[config.mk]
export PLATFORM = sky130hd
export DESIGN_NAME = descriptor_retire_tracker
export DESIGN_NICKNAME = d
export VERILOG_FILES = /design/src/rtl/retire_pkg.sv /design/src/rtl/retire_fifo.sv /design/src/rtl/ring_head.sv /design/src/rtl/descriptor_retire_tracker.sv
export SDC_FILE = /design/constraint.sdc
export NUM_CORES = 1
export LEC_CHECK = 0
export BUFFER_PORTS_ARGS = -buffer_cell sky130_fd_sc_hd__buf_2
export CAP_MARGIN = 10
export CORE_ASPECT_RATIO = 0.9
export CORE_UTILIZATION = 45
export CTS_CLUSTER_SIZE = 28
export DETAILED_ROUTE_END_ITERATION = 8
export PLACE_DENSITY = 0.75
export SLEW_MARGIN = 20
export SYNTH_ARGS = -nofsm -noshare
export SYNTH_HDL_FRONTEND = slang
export SYNTH_HIERARCHICAL = 1
export SYNTH_SLANG_ARGS = --single-unit
[constraint.sdc]
create_clock -name clk -period 5.1 [get_ports clk]
set_input_delay 1.02 -clock clk [delete_from_list [all_inputs] [get_ports clk]]
set_output_delay 1.02 -clock clk [all_outputs]
set_load 0.05 [all_outputs]
[src/rtl/retire_pkg.sv]
package retire_pkg;
  typedef enum logic {
    TRK_LIVE  = 1'b0,
    TRK_DRAIN = 1'b1
  } trk_state_e;

  localparam logic STAT_OK    = 1'b0;
  localparam logic STAT_ABORT = 1'b1;
endpackage

[src/rtl/retire_fifo.sv]
module retire_fifo #(
  parameter int DEPTH = 64,
  parameter int W     = 12
) (
  input  logic         clk,
  input  logic         rst_n,
  input  logic         push,
  input  logic [W-1:0] wdata,
  input  logic         pop,
  output logic [W-1:0] rdata,
  output logic         empty,
  output logic         full
);
  localparam int PTR_W = $clog2(DEPTH);
  localparam int CNT_W = PTR_W + 1;

  logic [W-1:0]     mem [DEPTH];
  logic [PTR_W-1:0] wr_q, wr_d, rd_q, rd_d;
  logic [CNT_W-1:0] cnt_q, cnt_d;

  assign empty = (cnt_q == '0);
  assign full  = (cnt_q == CNT_W'(DEPTH));
  assign rdata = mem[rd_q];

  always_comb begin
    wr_d  = wr_q;
    rd_d  = rd_q;
    cnt_d = cnt_q;
    if (push) wr_d = wr_q + 1'b1;
    if (pop)  rd_d = rd_q + 1'b1;
    if (push && !pop) cnt_d = cnt_q + 1'b1;
    else if (pop && !push) cnt_d = cnt_q - 1'b1;
  end

  always_ff @(posedge clk or negedge rst_n) begin
    if (!rst_n) begin
      wr_q  <= '0;
      rd_q  <= '0;
      cnt_q <= '0;
    end else begin
      wr_q  <= wr_d;
      rd_q  <= rd_d;
      cnt_q <= cnt_d;
    end
  end

  always_ff @(posedge clk) begin
    if (push) mem[wr_q] <= wdata;
  end

  assert_no_overflow_R7: assert property (@(posedge clk) disable iff (!rst_n)
    full |-> !push);
  assert_no_underflow_R2: assert property (@(posedge clk) disable iff (!rst_n)
    empty |-> !pop);
  assert_count_bound_R7: assert property (@(posedge clk) disable iff (!rst_n)
    cnt_q <= CNT_W'(DEPTH));
endmodule

[src/rtl/ring_head.sv]
module ring_head #(
  parameter int RING_DEPTH = 16
) (
  input  logic                          clk,
  input  logic                          rst_n,
  input  logic                          step,
  input  logic                          clear,
  output logic [$clog2(RING_DEPTH)-1:0] head,
  output logic [$clog2(RING_DEPTH)-1:0] head_next
);
  localparam int IDX_W = $clog2(RING_DEPTH);
  localparam logic [IDX_W-1:0] LAST_IDX = IDX_W'(RING_DEPTH - 1);

  logic [IDX_W-1:0] head_q, head_d;

  assign head      = head_q;
  assign head_next = (head_q == LAST_IDX) ? '0 : head_q + 1'b1;

  always_comb begin
    head_d = head_q;
    if (clear)     head_d = '0;
    else if (step) head_d = head_next;
  end

  always_ff @(posedge clk or negedge rst_n) begin
    if (!rst_n) head_q <= '0;
    else        head_q <= head_d;
  end

  assert_hold_when_idle_R1: assert property (@(posedge clk) disable iff (!rst_n)
    (!step && !clear) |=> $stable(head));
  assert_clear_zero_R5: assert property (@(posedge clk) disable iff (!rst_n)
    clear |=> (head == '0));
endmodule

[src/rtl/descriptor_retire_tracker.sv]
module descriptor_retire_tracker #(
  parameter int RING_DEPTH = 16,
  parameter int FIFO_DEPTH = 64,
  parameter int TAG_W      = 8,
  parameter int CNT_W      = 16
) (
  input  logic                          clk,
  input  logic                          rst_n,
  input  logic                          run_en,
  input  logic [$clog2(RING_DEPTH)-1:0] hw_head,
  input  logic                          abort,
  input  logic                          push_valid,
  input  logic [TAG_W-1:0]              push_tag,
  input  logic [$clog2(RING_DEPTH)-1:0] push_start,
  input  logic [$clog2(RING_DEPTH)-1:0] push_end,
  input  logic [$clog2(RING_DEPTH):0]   push_ndesc,
  output logic                          push_ready,
  output logic                          done_valid,
  output logic [TAG_W-1:0]              done_tag,
  output logic                          done_status,
  output logic                          avail_valid,
  output logic [CNT_W-1:0]              avail_free,
  output logic [$clog2(RING_DEPTH)-1:0] sw_head,
  output logic [$clog2(RING_DEPTH)-1:0] ring_tail,
  output logic [1:0]                    ring_gen,
  output logic [CNT_W-1:0]              removed_cnt,
  output logic [CNT_W-1:0]              added_cnt,
  output logic [CNT_W-1:0]              free_cnt
);
  import retire_pkg::*;

  localparam int IDX_W   = $clog2(RING_DEPTH);
  localparam int ENTRY_W = TAG_W + IDX_W;
  localparam int SUM_W   = IDX_W + 2;
  localparam logic [CNT_W-1:0] SPACE = CNT_W'(RING_DEPTH - 1);

  trk_state_e st_q, st_d;
  logic [CNT_W-1:0] removed_q, removed_d, added_q, added_d, avail_free_q, avail_free_d;
  logic [IDX_W-1:0] tail_q, tail_d;
  logic [1:0]       gen_q, gen_d;
  logic             done_v_q, done_v_d, done_st_q, done_st_d, avail_v_q, avail_v_d;
  logic [TAG_W-1:0] done_tag_q, done_tag_d;

  logic [IDX_W-1:0]   head, head_next;
  logic [ENTRY_W-1:0] fifo_wdata, fifo_rdata;
  logic               fifo_empty, fifo_full;
  logic [TAG_W-1:0]   old_tag;
  logic [IDX_W-1:0]   old_end;
  logic               scan, push_en, retire_hit, drain_pop, drain_done, pop, wraps;

  assign fifo_wdata       = {push_tag, push_end};
  assign {old_tag, old_end} = fifo_rdata;

  assign scan       = (st_q == TRK_LIVE) && !abort && run_en && (head != hw_head);
  assign push_ready = (st_q == TRK_LIVE) && !abort && !fifo_full;
  assign push_en    = push_valid && push_ready;
  assign retire_hit = scan && !fifo_empty && (head_next == old_end);
  assign drain_pop  = (st_q == TRK_DRAIN) && !fifo_empty;
  assign drain_done = (st_q == TRK_DRAIN) && fifo_empty;
  assign pop        = retire_hit || drain_pop;
  assign wraps      = ({2'b00, push_start} + {1'b0, push_ndesc}) >= SUM_W'(RING_DEPTH);

  ring_head #(.RING_DEPTH(RING_DEPTH)) u_head (
    .clk       (clk),
    .rst_n     (rst_n),
    .step      (scan),
    .clear     (drain_done),
    .head      (head),
    .head_next (head_next)
  );

  retire_fifo #(.DEPTH(FIFO_DEPTH), .W(ENTRY_W)) u_fifo (
    .clk   (clk),
    .rst_n (rst_n),
    .push  (push_en),
    .wdata (fifo_wdata),
    .pop   (pop),
    .rdata (fifo_rdata),
    .empty (fifo_empty),
    .full  (fifo_full)
  );

  always_comb begin
    st_d = st_q;
    if (st_q == TRK_LIVE && abort) st_d = TRK_DRAIN;
    else if (drain_done)           st_d = TRK_LIVE;

    removed_d = removed_q;
    if (drain_done) removed_d = added_q;
    else if (scan)  removed_d = removed_q + 1'b1;

    added_d = added_q;
    tail_d  = tail_q;
    gen_d   = gen_q;
    if (drain_done) begin
      tail_d = '0;
      gen_d  = '0;
    end else if (push_en) begin
      added_d = added_q + CNT_W'(push_ndesc);
      tail_d  = push_end;
      if (wraps) gen_d = gen_q + 1'b1;
    end

    done_v_d     = pop;
    done_tag_d   = pop ? old_tag : done_tag_q;
    done_st_d    = drain_pop ? STAT_ABORT : STAT_OK;
    avail_v_d    = scan;
    avail_free_d = scan ? (SPACE - (added_d - removed_d)) : avail_free_q;
  end

  always_ff @(posedge clk or negedge rst_n) begin
    if (!rst_n) begin
      st_q         <= TRK_LIVE;
      removed_q    <= '0;
      added_q      <= '0;
      tail_q       <= '0;
      gen_q        <= '0;
      done_v_q     <= 1'b0;
      done_tag_q   <= '0;
      done_st_q    <= STAT_OK;
      avail_v_q    <= 1'b0;
      avail_free_q <= '0;
    end else begin
      st_q         <= st_d;
      removed_q    <= removed_d;
      added_q      <= added_d;
      tail_q       <= tail_d;
      gen_q        <= gen_d;
      done_v_q     <= done_v_d;
      done_tag_q   <= done_tag_d;
      done_st_q    <= done_st_d;
      avail_v_q    <= avail_v_d;
      avail_free_q <= avail_free_d;
    end
  end

  assign done_valid  = done_v_q;
  assign done_tag    = done_tag_q;
  assign done_status = done_st_q;
  assign avail_valid = avail_v_q;
  assign avail_free  = avail_free_q;
  assign sw_head     = head;
  assign ring_tail   = tail_q;
  assign ring_gen    = gen_q;
  assign removed_cnt = removed_q;
  assign added_cnt   = added_q;
  assign free_cnt    = SPACE - (added_q - removed_q);

  assert_removed_step_R1: assert property (@(posedge clk) disable iff (!rst_n)
    (st_q == TRK_LIVE && $past(st_q) == TRK_LIVE) |-> ((removed_q - $past(removed_q)) <= CNT_W'(1)));
  assert_drain_status_R4: assert property (@(posedge clk) disable iff (!rst_n)
    (done_valid && $past(st_q) == TRK_DRAIN) |-> (done_status == STAT_ABORT));
  assert_resync_R5: assert property (@(posedge clk) disable iff (!rst_n)
    ($past(st_q) == TRK_DRAIN && st_q == TRK_LIVE) |-> (removed_cnt == added_cnt && ring_tail == '0 && ring_gen == 2'b00));
  assert_gate_on_run_R6: assert property (@(posedge clk) disable iff (!rst_n)
    avail_valid |-> $past(run_en));
  assert_no_push_in_drain_R4: assert property (@(posedge clk) disable iff (!rst_n)
    (st_q == TRK_DRAIN) |=> (added_cnt == $past(added_cnt)));
endmodule

-- Word-level counts from Yosys, hierarchy flattened
Memory sizes are Yosys's and may differ from the RTL's.
Index checks and enable logic that the tools add are counted.
- reduce and logical (&&, ||, !) cells: 25
- equality and inequality tests: 4
- $add $sub $neg: 13
- order comparisons: 1
- multiplexer cells: 19
- bitwise operators: 1
- operator list (cell ; count):
    $mux W16 ; 4
    $sub A16 B16 Y16 ; 2
    $sub A4 B16 Y16 const A ; 2
    $mux W4 ; 5
    $add A16 B1 Y16 const B ; 1
    $add A16 B5 Y16 ; 1
    $mux W7 ; 2
    $add A6 B1 Y6 const B ; 2
    $logic_and A1 B1 Y1 ; 12
    $reduce_bool A2 Y1 ; 5
    $add A7 B1 Y7 const B ; 1
    $eq A7 B7 Y1 const B ; 1
    $logic_not A7 Y1 ; 1
    $sub A7 B1 Y7 const B ; 1
    $add A4 B5 Y6 ; 1
    $ge A6 B5 Y1 const B ; 1
    $mux W2 ; 3
    $logic_not A1 Y1 ; 5
    $mux W1 ; 5
    $add A4 B1 Y4 const B ; 1
    $eq A4 B4 Y1 ; 1
    $eq A4 B4 Y1 const B ; 1
    $ne A4 B4 Y1 ; 1
    $add A2 B1 Y2 const B ; 1
    3 further kinds ; 3
- output and inout bits: 86
- bits in writable memories: 768
- bits in registers: 89
- bits of input ports: 30
- memories kept: 1
- memories (name ; depth ; width ; read ports ; clocked after memory_dff ; write ports ; line ; source):
    u_fifo.mem ; 64 ; 12 ; 1 ; 0 ; 1 ; retire_fifo.sv:17 ; logic [W-1:0] mem [DEPTH];

-- Depth between registers and ports, before layout
Gate-level depths: netlist (run 1).
- word-level depth: 10
- mapped depth: 22
- mapped depth without buffers: 19

-- By module
Netlist (run 1), hierarchy kept.
- modules (own cells, without submodules) (module ; cells each ; seq. area each (µm²) ; area an instance (µm²) ; times used):
    retire_fifo ; 1450 ; 23537.6 ; 30641.9 ; 1
    descriptor_retire_tracker ; 521 ; 1651.6 ; 4808.4 ; 1
    ring_head ; 23 ; 100.1 ; 229.0 ; 1

-- Worst setup path after synthesis (run 1)
OpenSTA, ideal clock, no wires.
- path kind: input to register
- start: input abort
- end: register avail_free_q[13], in the netlist avail_free[13]
- stages: 15
- buffers on the path: 1
- setup slack: -0.320 ns
- data arrival time: 5.285 ns
- data required time: 4.965 ns
- cell sequence: nor3_1 nand2_1 inv_2 buf_2 nand2_1 nor4_1 xnor2_1 ha_1 ha_1 a2111o_1 o21ai_1 o21ai_0 a31oi_1 xor2_1 o21ai_0
- word-level cells in the longest chain between the ends: 8
- elaborated cells between the ends (all ways): 12
- RTL lines (element ; line ; source):
    from (decl) ; descriptor_retire_tracker.sv:11 ; input logic abort,
    $logic_not A1 Y1 (*) ; descriptor_retire_tracker.sv:54, descriptor_retire_tracker.sv:55 ;
    $logic_and A1 B1 Y1 (*) ; descriptor_retire_tracker.sv:54, descriptor_retire_tracker.sv:55 ;
    $logic_and A1 B1 Y1 (on tied branches) ; descriptor_retire_tracker.sv:55, descriptor_retire_tracker.sv:54 ;
    $logic_and A1 B1 Y1 (on tied branches) ; descriptor_retire_tracker.sv:56, descriptor_retire_tracker.sv:54 ;
    $mux W16 (on tied branches) ; descriptor_retire_tracker.sv:98, descriptor_retire_tracker.sv:90 ;
    $mux W16 (on tied branches) ; descriptor_retire_tracker.sv:95, descriptor_retire_tracker.sv:89 ;
    $sub A16 B16 Y16 ; descriptor_retire_tracker.sv:108 ; avail_free_d = scan ? (SPACE - (added_d - removed_d)) : avail_free_q;
    $sub A4 B16 Y16 ; descriptor_retire_tracker.sv:108 ;
    to (signal assigned) ; descriptor_retire_tracker.sv:133 ; avail_free_q <= avail_free_d;
    to (decl) ; descriptor_retire_tracker.sv:38 ; logic [CNT_W-1:0] removed_q, removed_d, added_q, added_d, avail_free_q, avail_free_d;
Mark *: on every way between the ends. The rest lies on a longest branch, timed or not.
A chain may end at the register's enable or synchronous reset.

-- Final worst setup path (run 1)
- start: register added_q[1], in the netlist added_cnt[1]
- end: output free_cnt[15]
- word-level cells in the longest chain between the ends: 2
- RTL lines (element ; line ; source):
    from (decl) ; descriptor_retire_tracker.sv:38 ;
    from (signal assigned) ; descriptor_retire_tracker.sv:115 ; added_q <= '0;
    from (signal assigned) ; descriptor_retire_tracker.sv:126 ; added_q <= added_d;
    $sub A16 B16 Y16 ; descriptor_retire_tracker.sv:147 ; assign free_cnt = SPACE - (added_q - removed_q);
    $sub A4 B16 Y16 ; descriptor_retire_tracker.sv:147 ;
    to (decl) ; descriptor_retire_tracker.sv:28 ; output logic [CNT_W-1:0] free_cnt
No other way between the ends.

==> results of run 1 <==
==> worst max-delay path, cell delays in order, from the launching register on <==
cell	delay, ns
sky130_fd_sc_hd__dfrtp_2	0.47
sky130_fd_sc_hd__inv_1	0.11
sky130_fd_sc_hd__ha_1	0.29
sky130_fd_sc_hd__ha_1	0.23
sky130_fd_sc_hd__fa_1	0.41
sky130_fd_sc_hd__a21o_1	0.18
sky130_fd_sc_hd__a21oi_1	0.26
sky130_fd_sc_hd__o21ai_0	0.16
sky130_fd_sc_hd__a31oi_2	0.33
sky130_fd_sc_hd__o2111ai_1	0.18
sky130_fd_sc_hd__a21oi_1	0.22
sky130_fd_sc_hd__xnor2_1	0.15
sky130_fd_sc_hd__clkbuf_4	0.25
==> worst min-delay path by stage <==
stage / end / startpoint / cells past startpoint / slack, ns
detailed placement: ring_gen[1] / ring_gen[1] / 1 / 0.47
global placement: avail_free[13] / avail_free[13] / 2 / 0.47
finish: ring_gen[1] / ring_gen[1] / 1 / 0.48
CTS: ring_gen[1] / ring_gen[1] / 1 / 0.48
floorplan: u_fifo/cnt_q[3] / u_fifo/cnt_q[3] / 2 / 0.48
global route: ring_gen[1] / ring_gen[1] / 1 / 0.50
==> synthesized netlist by cell type (20+ instances only) <==
cell / number
sky130_fd_sc_hd__nand3_1: 20
sky130_fd_sc_hd__mux2i_1: 99
sky130_fd_sc_hd__mux4_2: 145
sky130_fd_sc_hd__nand2_1: 87
sky130_fd_sc_hd__nor2_1: 94
sky130_fd_sc_hd__ha_1: 76
sky130_fd_sc_hd__dfrtp_1: 89
sky130_fd_sc_hd__o221ai_1: 46
sky130_fd_sc_hd__edfxtp_1: 768
sky130_fd_sc_hd__a221oi_1: 43
sky130_fd_sc_hd__clkbuf_1: 54
sky130_fd_sc_hd__a21oi_1: 30
sky130_fd_sc_hd__mux2_2: 45
sky130_fd_sc_hd__xnor2_1: 41
sky130_fd_sc_hd__xor2_1: 35
sky130_fd_sc_hd__inv_1: 53
sky130_fd_sc_hd__o21ai_0: 55
==> area by class of cell <==
class,instances,area (µm²),area share
flip-flops and latches,857,25300,0.616
inverters,55,206,0.00503
diodes,1,2.50,0.0000610
clock buffers,104,2240,0.0546
repair buffers,250,1750,0.0427
well taps,1039,1300,0.0317
clock inverters,47,502,0.0122
multi-input cells,986,9750,0.238
==> cell families (layout without fill, tap and decap cells) <==
logic type,after synthesis,count (layout),synth area share
compound gates,238,238,0.0476
xor+xnor,77,77,0.0193
fa+ha+maj,80,80,0.0289
buf+inv,151,456,0.0197
flops,857,857,0.709
mux,297,297,0.136
other cells,0,1,0
simple gates,294,294,0.0396
==> power by group <==
part | switching (mW) | total [mW] | internal [mW]
Sequential | 0.424 | 8.36 | 7.93
Combinational | 5.70 | 9.20 | 3.50
Clock | 2.63 | 6.18 | 3.55
==> sequential cells by signal, summed over array words and instances (netlist names), 2 cells and up <==
| signal | cells |
|---|---|
| ring_tail | 4 |
| added_cnt | 16 |
| u_fifo/rd_q | 6 |
| u_fifo/mem | 768 |
| done_tag | 8 |
| ring_gen | 2 |
| removed_cnt | 16 |
| avail_free | 16 |
| u_fifo/cnt_q | 7 |
| u_fifo/wr_q | 6 |
| u_head/head | 4 |
==> per-stage QoR <==
step / TNS (ns) / cell area, µm²
3_5_place_dp: -0.691 / 38200
4_1_cts: 0 / 40900
3_3_place_gp: -0.412 / 38200
2_1_floorplan: 0 / 35700
5_1_grt: 0 / 41000
6_report: 0 / 41100
==> layer usage <==
metal	up-vias	routed length (µm)
met2	1023	39900
met3	168	7400
met1	10200	34600
met4	0	2430
li1	8477	-
met5	-	0
==> timing repair <==
| item | 4_1_cts | 5_1_grt |
|---|---|---|
| pin swaps | 0 | 1 |
| setup endpoints to repair | 4 | 5 |
| gates resized for setup | 3 | 10 |
| gates cloned | 0 | 2 |
| setup buffers | 0 | 2 |
==> load_flow_metrics.sql, run 1 <==
INSERT INTO impl_metrics (metric_group, metric, value, unit) VALUES
('yosys', 'synth.net_count', '2104', ''),
('route', 'remaining_drc_errors', '0', ''),
('yosys', 'synth_edf_count', '768', ''),
('global_route', 'number_of_global_route_vias_before_repair', '20200', ''),
('place', 'finalWeightedCongestion', '0.933', ''),
('global_route', 'grt_start_max_net_pins', '69', ''),
('route', 'viasPerCell', '5.95', ''),
('route', 'detail_route.first_pass.iterations', '5', ''),
('sta', 'post-route-worst-setup-slack', '0.206', 'ns'),
('worst_setup_path', 'worst_setup_path_end', 'free_cnt[15]', ''),
('global_route', 'grt_overflow_total', '0', ''),
('worst_setup_path', 'crit_fanout', '5', ''),
('job', 'max_cap_violations', '0', ''),
('route', 'detailroute.via_count', '19900', ''),
('worst_setup_path', 'reg2reg_setup_slack', '0.24', 'ns'),
('global_route', 'gr-max-usage-layer', 'met2', ''),
('worst_hold_path', 'holdCritPathClass', 'reg2reg', ''),
('worst_setup_path', 'r2r-end', 'u_fifo/cnt_q[5]', ''),
('place', 'placedCellCount', '3183', ''),
('power', 'total_power', '23.7', 'mW'),
('floorplanning', 'io-pin-count', '116', ''),
('floorplanning', 'fp.dieArea', '0.0804', 'mm²'),
('place', 'place.port_buffers', '115', ''),
('yosys', 'netlist_top_cells_area', 'sky130_fd_sc_hd__edfxtp_1 (65%), sky130_fd_sc_hd__mux4_2 (9.2%), sky130_fd_sc_hd__dfrtp_1 (6.2%)', ''),
('sta', 'period_share', '0.960', ''),
('layout', 'num-fill-cells', '6073', ''),
('yosys', 'synthDominantAreaCellType', 'sky130_fd_sc_hd__edfxtp_1', ''),
('sta', 'post-route-min-period', '4.89', 'ns'),
('yosys', 'ys_seq_elements', '857', ''),
('worst_setup_path', 'cp_data_arrival_time', '3.87', 'ns'),
('sta', 'tightestPinTransition', '1.14', 'ns'),
('yosys', 'ys_warns', '6', ''),
('layout', 'nets', '2345', ''),
('floorplanning', 'core.rowCount', '97', ''),
('sta', 'final-hold-violation-count', '0', ''),
('layout', 'post_route_cells_drive_above_1_share', '0.257', ''),
('yosys', 'synth_top_flop_cell', 'sky130_fd_sc_hd__edfxtp_1', ''),
('clock_network', 'cts-buffers-inserted', '85', ''),
('floorplanning', 'die_w', '299', 'µm'),
('place', 'dp.final_hpwl', '52700', 'µm'),
('clock_network', 'clock_latency', '0.66', 'ns'),
('layout', 'layout_commonest_cell', 'sky130_fd_sc_hd__edfxtp_1', ''),
('global_route', 'overall_routing_resource_usage', '0.209', ''),
('clock_network', 'clkSinkCount', '857', ''),
('global_route', 'met2_layer_usage_reported_by_global_route', '0.329', ''),
('sta', 'setup-violations-final', '0', ''),
('clock_network', 'cts_max_path_buffers', '3', ''),
('yosys', 'ys_async_sr_fraction', '0.104', ''),
('global_route', 'global_route.usage.met3', '0.0425', ''),
('route', 'dr.first_iter.drc_count', '2098', ''),
('route', 'final_ant_viol_nets', '0', ''),
('sta', 'timing.clock.skew', '0.0327', 'ns'),
('yosys', 'syn-instance-count', '1994', ''),
('worst_setup_path', 'r2r_depth', '18', ''),
('clock_network', 'cts_tree', 'done', ''),
('yosys', 'synth_area', '0.0357', 'mm²'),
('worst_setup_path', 'critical_path.startpoint_type', 'register', ''),
('clock_network', 'cts_hold_repair.buffers', '0', ''),
('layout', 'instances_no_fill', '3339', ''),
('layout', 'final_cell_mix', 'sky130_fd_sc_hd__edfxtp_1 (768), sky130_fd_sc_hd__mux4_2 (145), sky130_fd_sc_hd__buf_4 (133)', ''),
('sta', 'slew_headroom', '0.240', ''),
('clock_network', 'clock_tree.root_cell', 'sky130_fd_sc_hd__clkbuf_16', ''),
('worst_setup_path', 'timing_worst_setup_path_type', 'reg2out', ''),
('yosys', 'seq_area_frac_synth', '0.709', ''),
('sta', 'whs', '0.479', 'ns'),
('worst_setup_path', 'crit_end_element', 'output port', ''),
('power', 'worst_ir_drop_vdd', '0.780', 'mV'),
('yosys', 'synth.avg_cell_area', '17.9', 'µm²'),
('outcome', 'run_status', 'complete, no violations', ''),
('sta', 'report.final.slew_viol_count', '0', ''),
('floorplanning', 'initial_core_util', '0.456', '');
No activity file was read; power rests on OpenSTA's default activity.
==> inputs of run 2 (changes only) <==
- CORE_ASPECT_RATIO: 0.9 -> unset
==> run 2 against run 1 <==
  * Clock power is 2% lower
  * Final area is 0.33% higher
  * Critical path depth is 8 higher
  * Sequential share of layout area is 0.20 points lower
  * Global-route usage is 0.28 points lower
  * Final cell count is 0.33% higher
  * Largest cell class unchanged
==> load_flow_metrics.sql, run 2 (synthesis results as in run 1) <==
INSERT INTO impl_metrics (metric_group, metric, value, unit) VALUES
('worst_hold_path', 'holdCritPathClass', 'in2async', ''),
('layout', 'utilization', '0.528', ''),
('worst_setup_path', 'crit-reg2reg-launch', 'u_fifo/rd_q[0]', ''),
('worst_setup_path', 'timing_worst_setup_path_type', 'reg2reg', ''),
('global_route', 'number_of_global_route_vias_before_repair', '19900', ''),
('sta', 'setup-violations-final', '0', ''),
('place', 'dp.final_hpwl', '51700', 'µm'),
('route', 'wl_final', '84000', 'µm'),
('floorplanning', 'core.rowCount', '102', ''),
('power', 'total_power', '23.7', 'mW'),
('layout', 'largest_register_ffs', '768', ''),
('route', 'remaining_drc_errors', '0', ''),
('power', 'worst_ir_drop_vdd', '0.503', 'mV'),
('power', 'power.static_leakage', '14.3', 'nW'),
('sta', 'tightestPinTransition', '0.968', 'ns'),
('worst_setup_path', 'crit_end_element', 'register', ''),
('worst_setup_path', 'critical_path.startpoint_type', 'register', ''),
('global_route', 'antenna_found_initial', '1', ''),
('layout', 'final_cell_mix', 'sky130_fd_sc_hd__edfxtp_1 (768), sky130_fd_sc_hd__mux4_2 (145), sky130_fd_sc_hd__buf_4 (132)', ''),
('worst_setup_path', 'critPathLaunch', 'u_fifo/rd_q[0]', ''),
('clock_network', 'cts-buffers-inserted', '86', ''),
('sta', 'post-route-min-period', '4.94', 'ns'),
('global_route', 'grt_pass1_wl', '125000', 'µm'),
('outcome', 'run_status', 'complete, no violations', ''),
('place', 'finalWeightedCongestion', '0.909', ''),
('global_route', 'grt_overflow_total', '0', ''),
('sta', 'whs', '0.299', 'ns'),
('clock_network', 'cts_tree', 'done', ''),
('floorplanning', 'initial_core_util', '0.458', ''),
('place', 'placedCellCount', '3188', ''),
('floorplanning', 'fp.dieArea', '0.0804', 'mm²'),
('place', 'dp_worst_setup_slack', '-0.421', 'ns'),
('clock_network', 'cts.clk_slew.worst_paths', '0.06', 'ns'),
('worst_setup_path', 'r2r_depth', '20', ''),
('route', 'dr.first_iter.drc_count', '2290', ''),
('global_route', 'overall_routing_resource_usage', '0.206', ''),
('floorplanning', 'die_h', '284', 'µm'),
('sta', 'report.final.slew_viol_count', '0', ''),
('sta', 'achievable-frequency', '203', 'MHz'),
('layout', 'instances_no_fill', '3350', ''),
('worst_setup_path', 'crit_fanout', '16', ''),
('sta', 'timing.clock.skew', '0.0192', 'ns'),
('sta', 'rsz0062_at_grt', 'false', ''),
('layout', 'num_antenna_cells', '0', ''),
('layout', 'nets', '2352', ''),
('route', 'final_ant_viol_nets', '0', ''),
('layout', 'layout-area-overhead-vs-synth', '15.4', '%'),
('place', 'place.port_buffers', '115', ''),
('route', 'viasPerCell', '5.95', ''),
('floorplanning', 'coreArea', '0.0780', 'mm²'),
('layout', 'layout_commonest_cell', 'sky130_fd_sc_hd__edfxtp_1', ''),
('worst_setup_path', 'reg2reg_setup_slack', '0.16', 'ns'),
('job', 'max_cap_violations', '0', ''),
('sta', 'post-route-worst-setup-slack', '0.163', 'ns'),
('route', 'detail_route.first_pass.iterations', '6', ''),
('route', 'detail_route.wl_per_cell', '25.1', 'µm'),
('worst_setup_path', 'critPathRequiredTime', '5.60', 'ns'),
('worst_setup_path', 'r2r-end', 'u_fifo/cnt_q[5]', ''),
('layout', 'num-fill-cells', '5936', ''),
('sta', 'slew_headroom', '0.354', ''),
('clock_network', 'clock_latency', '0.64', 'ns'),
('layout', 'post_route_cells_drive_above_1_share', '0.262', ''),
('sta', 'final-hold-violation-count', '0', ''),
('global_route', 'grt_start_max_net_pins', '66', ''),
('clock_network', 'cts_htree_levels', '3', ''),
('worst_setup_path', 'cp_data_arrival_time', '5.44', 'ns'),
('clock_network', 'clkSinkCount', '857', ''),
('route', 'detailroute.via_count', '19900', ''),
('layout', 'max_flop_register', 'u_fifo/mem', ''),
('floorplanning', 'die_w', '284', 'µm'),
('clock_network', 'clock_tree.root_cell', 'sky130_fd_sc_hd__clkbuf_16', ''),
('floorplanning', 'io-pin-count', '116', ''),
('power', 'p_per_area', '576', 'mW/mm²'),
('sta', 'period_share', '0.968', ''),
('clock_network', 'cts_max_path_buffers', '3', '');
run 2: cell types whose count changed in the layout (fill, tap and decap cells not counted), moves of 3 or more:
cell and delta:
sky130_fd_sc_hd__clkbuf_16 +3, sky130_fd_sc_hd__clkbuf_1 +7, sky130_fd_sc_hd__buf_2 +4, sky130_fd_sc_hd__a221oi_1 -7, sky130_fd_sc_hd__bufinv_16 -3, sky130_fd_sc_hd__a221oi_4 +3, sky130_fd_sc_hd__a221oi_2 +4
run 2: per-stage QoR:
step	instance area, µm²	TNS (ns)
after floorplan	35700	0
after global placement	38200	-0.373
after detailed placement	38200	-0.683
after CTS	40900	0
after global routing	41200	0
final	41200	0
run 2: repair_timing:
item	in CTS	in global routing
buffers inserted	0	3
gates cloned	0	3
setup endpoints to repair	4	4
pin swaps	0	1
hold buffers	0	0
resized for setup	7	24
run 2: metal layers:
| layer | wire length [µm] | vias up | global-route usage |
|---|---|---|---|
| met2 | 40500 | 1059 | 0.337 |
| met4 | 2440 | 0 | 0.0645 |
| met3 | 7610 | 183 | 0.0383 |
| li1 | - | 8502 | - |
| met5 | 0 | - | 0 |
| met1 | 33400 | 10200 | 0.280 |
run 2: worst max-delay path, cell delays in order (launching register included):
cell and delay [ns]:
sky130_fd_sc_hd__dfrtp_4 0.51, sky130_fd_sc_hd__buf_4 0.22, sky130_fd_sc_hd__clkbuf_16 0.23, sky130_fd_sc_hd__mux4_2 0.59, sky130_fd_sc_hd__a221oi_4 0.34, sky130_fd_sc_hd__buf_4 0.17
sky130_fd_sc_hd__nor4_2 0.05, sky130_fd_sc_hd__xor2_1 0.20, sky130_fd_sc_hd__nor4_4 0.45, sky130_fd_sc_hd__buf_4 0.18, sky130_fd_sc_hd__a21oi_1 0.06, sky130_fd_sc_hd__nor2_1 0.13
sky130_fd_sc_hd__inv_1 0.06, sky130_fd_sc_hd__ha_2 0.21, sky130_fd_sc_hd__inv_2 0.10, sky130_fd_sc_hd__ha_1 0.23, sky130_fd_sc_hd__a21o_1 0.18, sky130_fd_sc_hd__a21o_1 0.20
sky130_fd_sc_hd__a21oi_1 0.19, sky130_fd_sc_hd__nor4_1 0.06, sky130_fd_sc_hd__or3b_2 0.43
run 2: final cells by class:
cell class	count	area, µm²	share of cell area
inverter	55	206	0.00501
clock inverter	40	349	0.00848
timing repair buffer	256	1830	0.0445
tap	1040	1300	0.0316
multi-input combinational	986	9860	0.239
clock buffer	116	2340	0.0568
sequential	857	25300	0.614
run 2: worst max path at each step:
stage | end | slack [ns]
after global placement | u_fifo/cnt_q[5] | -0.28
after CTS | u_fifo/cnt_q[5] | 0.01
after detailed placement | u_fifo/cnt_q[5] | -0.42
after global routing | u_fifo/cnt_q[5] | 0.01
final | u_fifo/cnt_q[5] | 0.16
after floorplan | u_fifo/cnt_q[5] | 0.18
run 2: power breakdown:
group,total (mW),switching [mW],internal [mW]
Sequential,8.30,0.371,7.93
Combinational,9.36,5.78,3.58
Clock,6.04,2.57,3.47
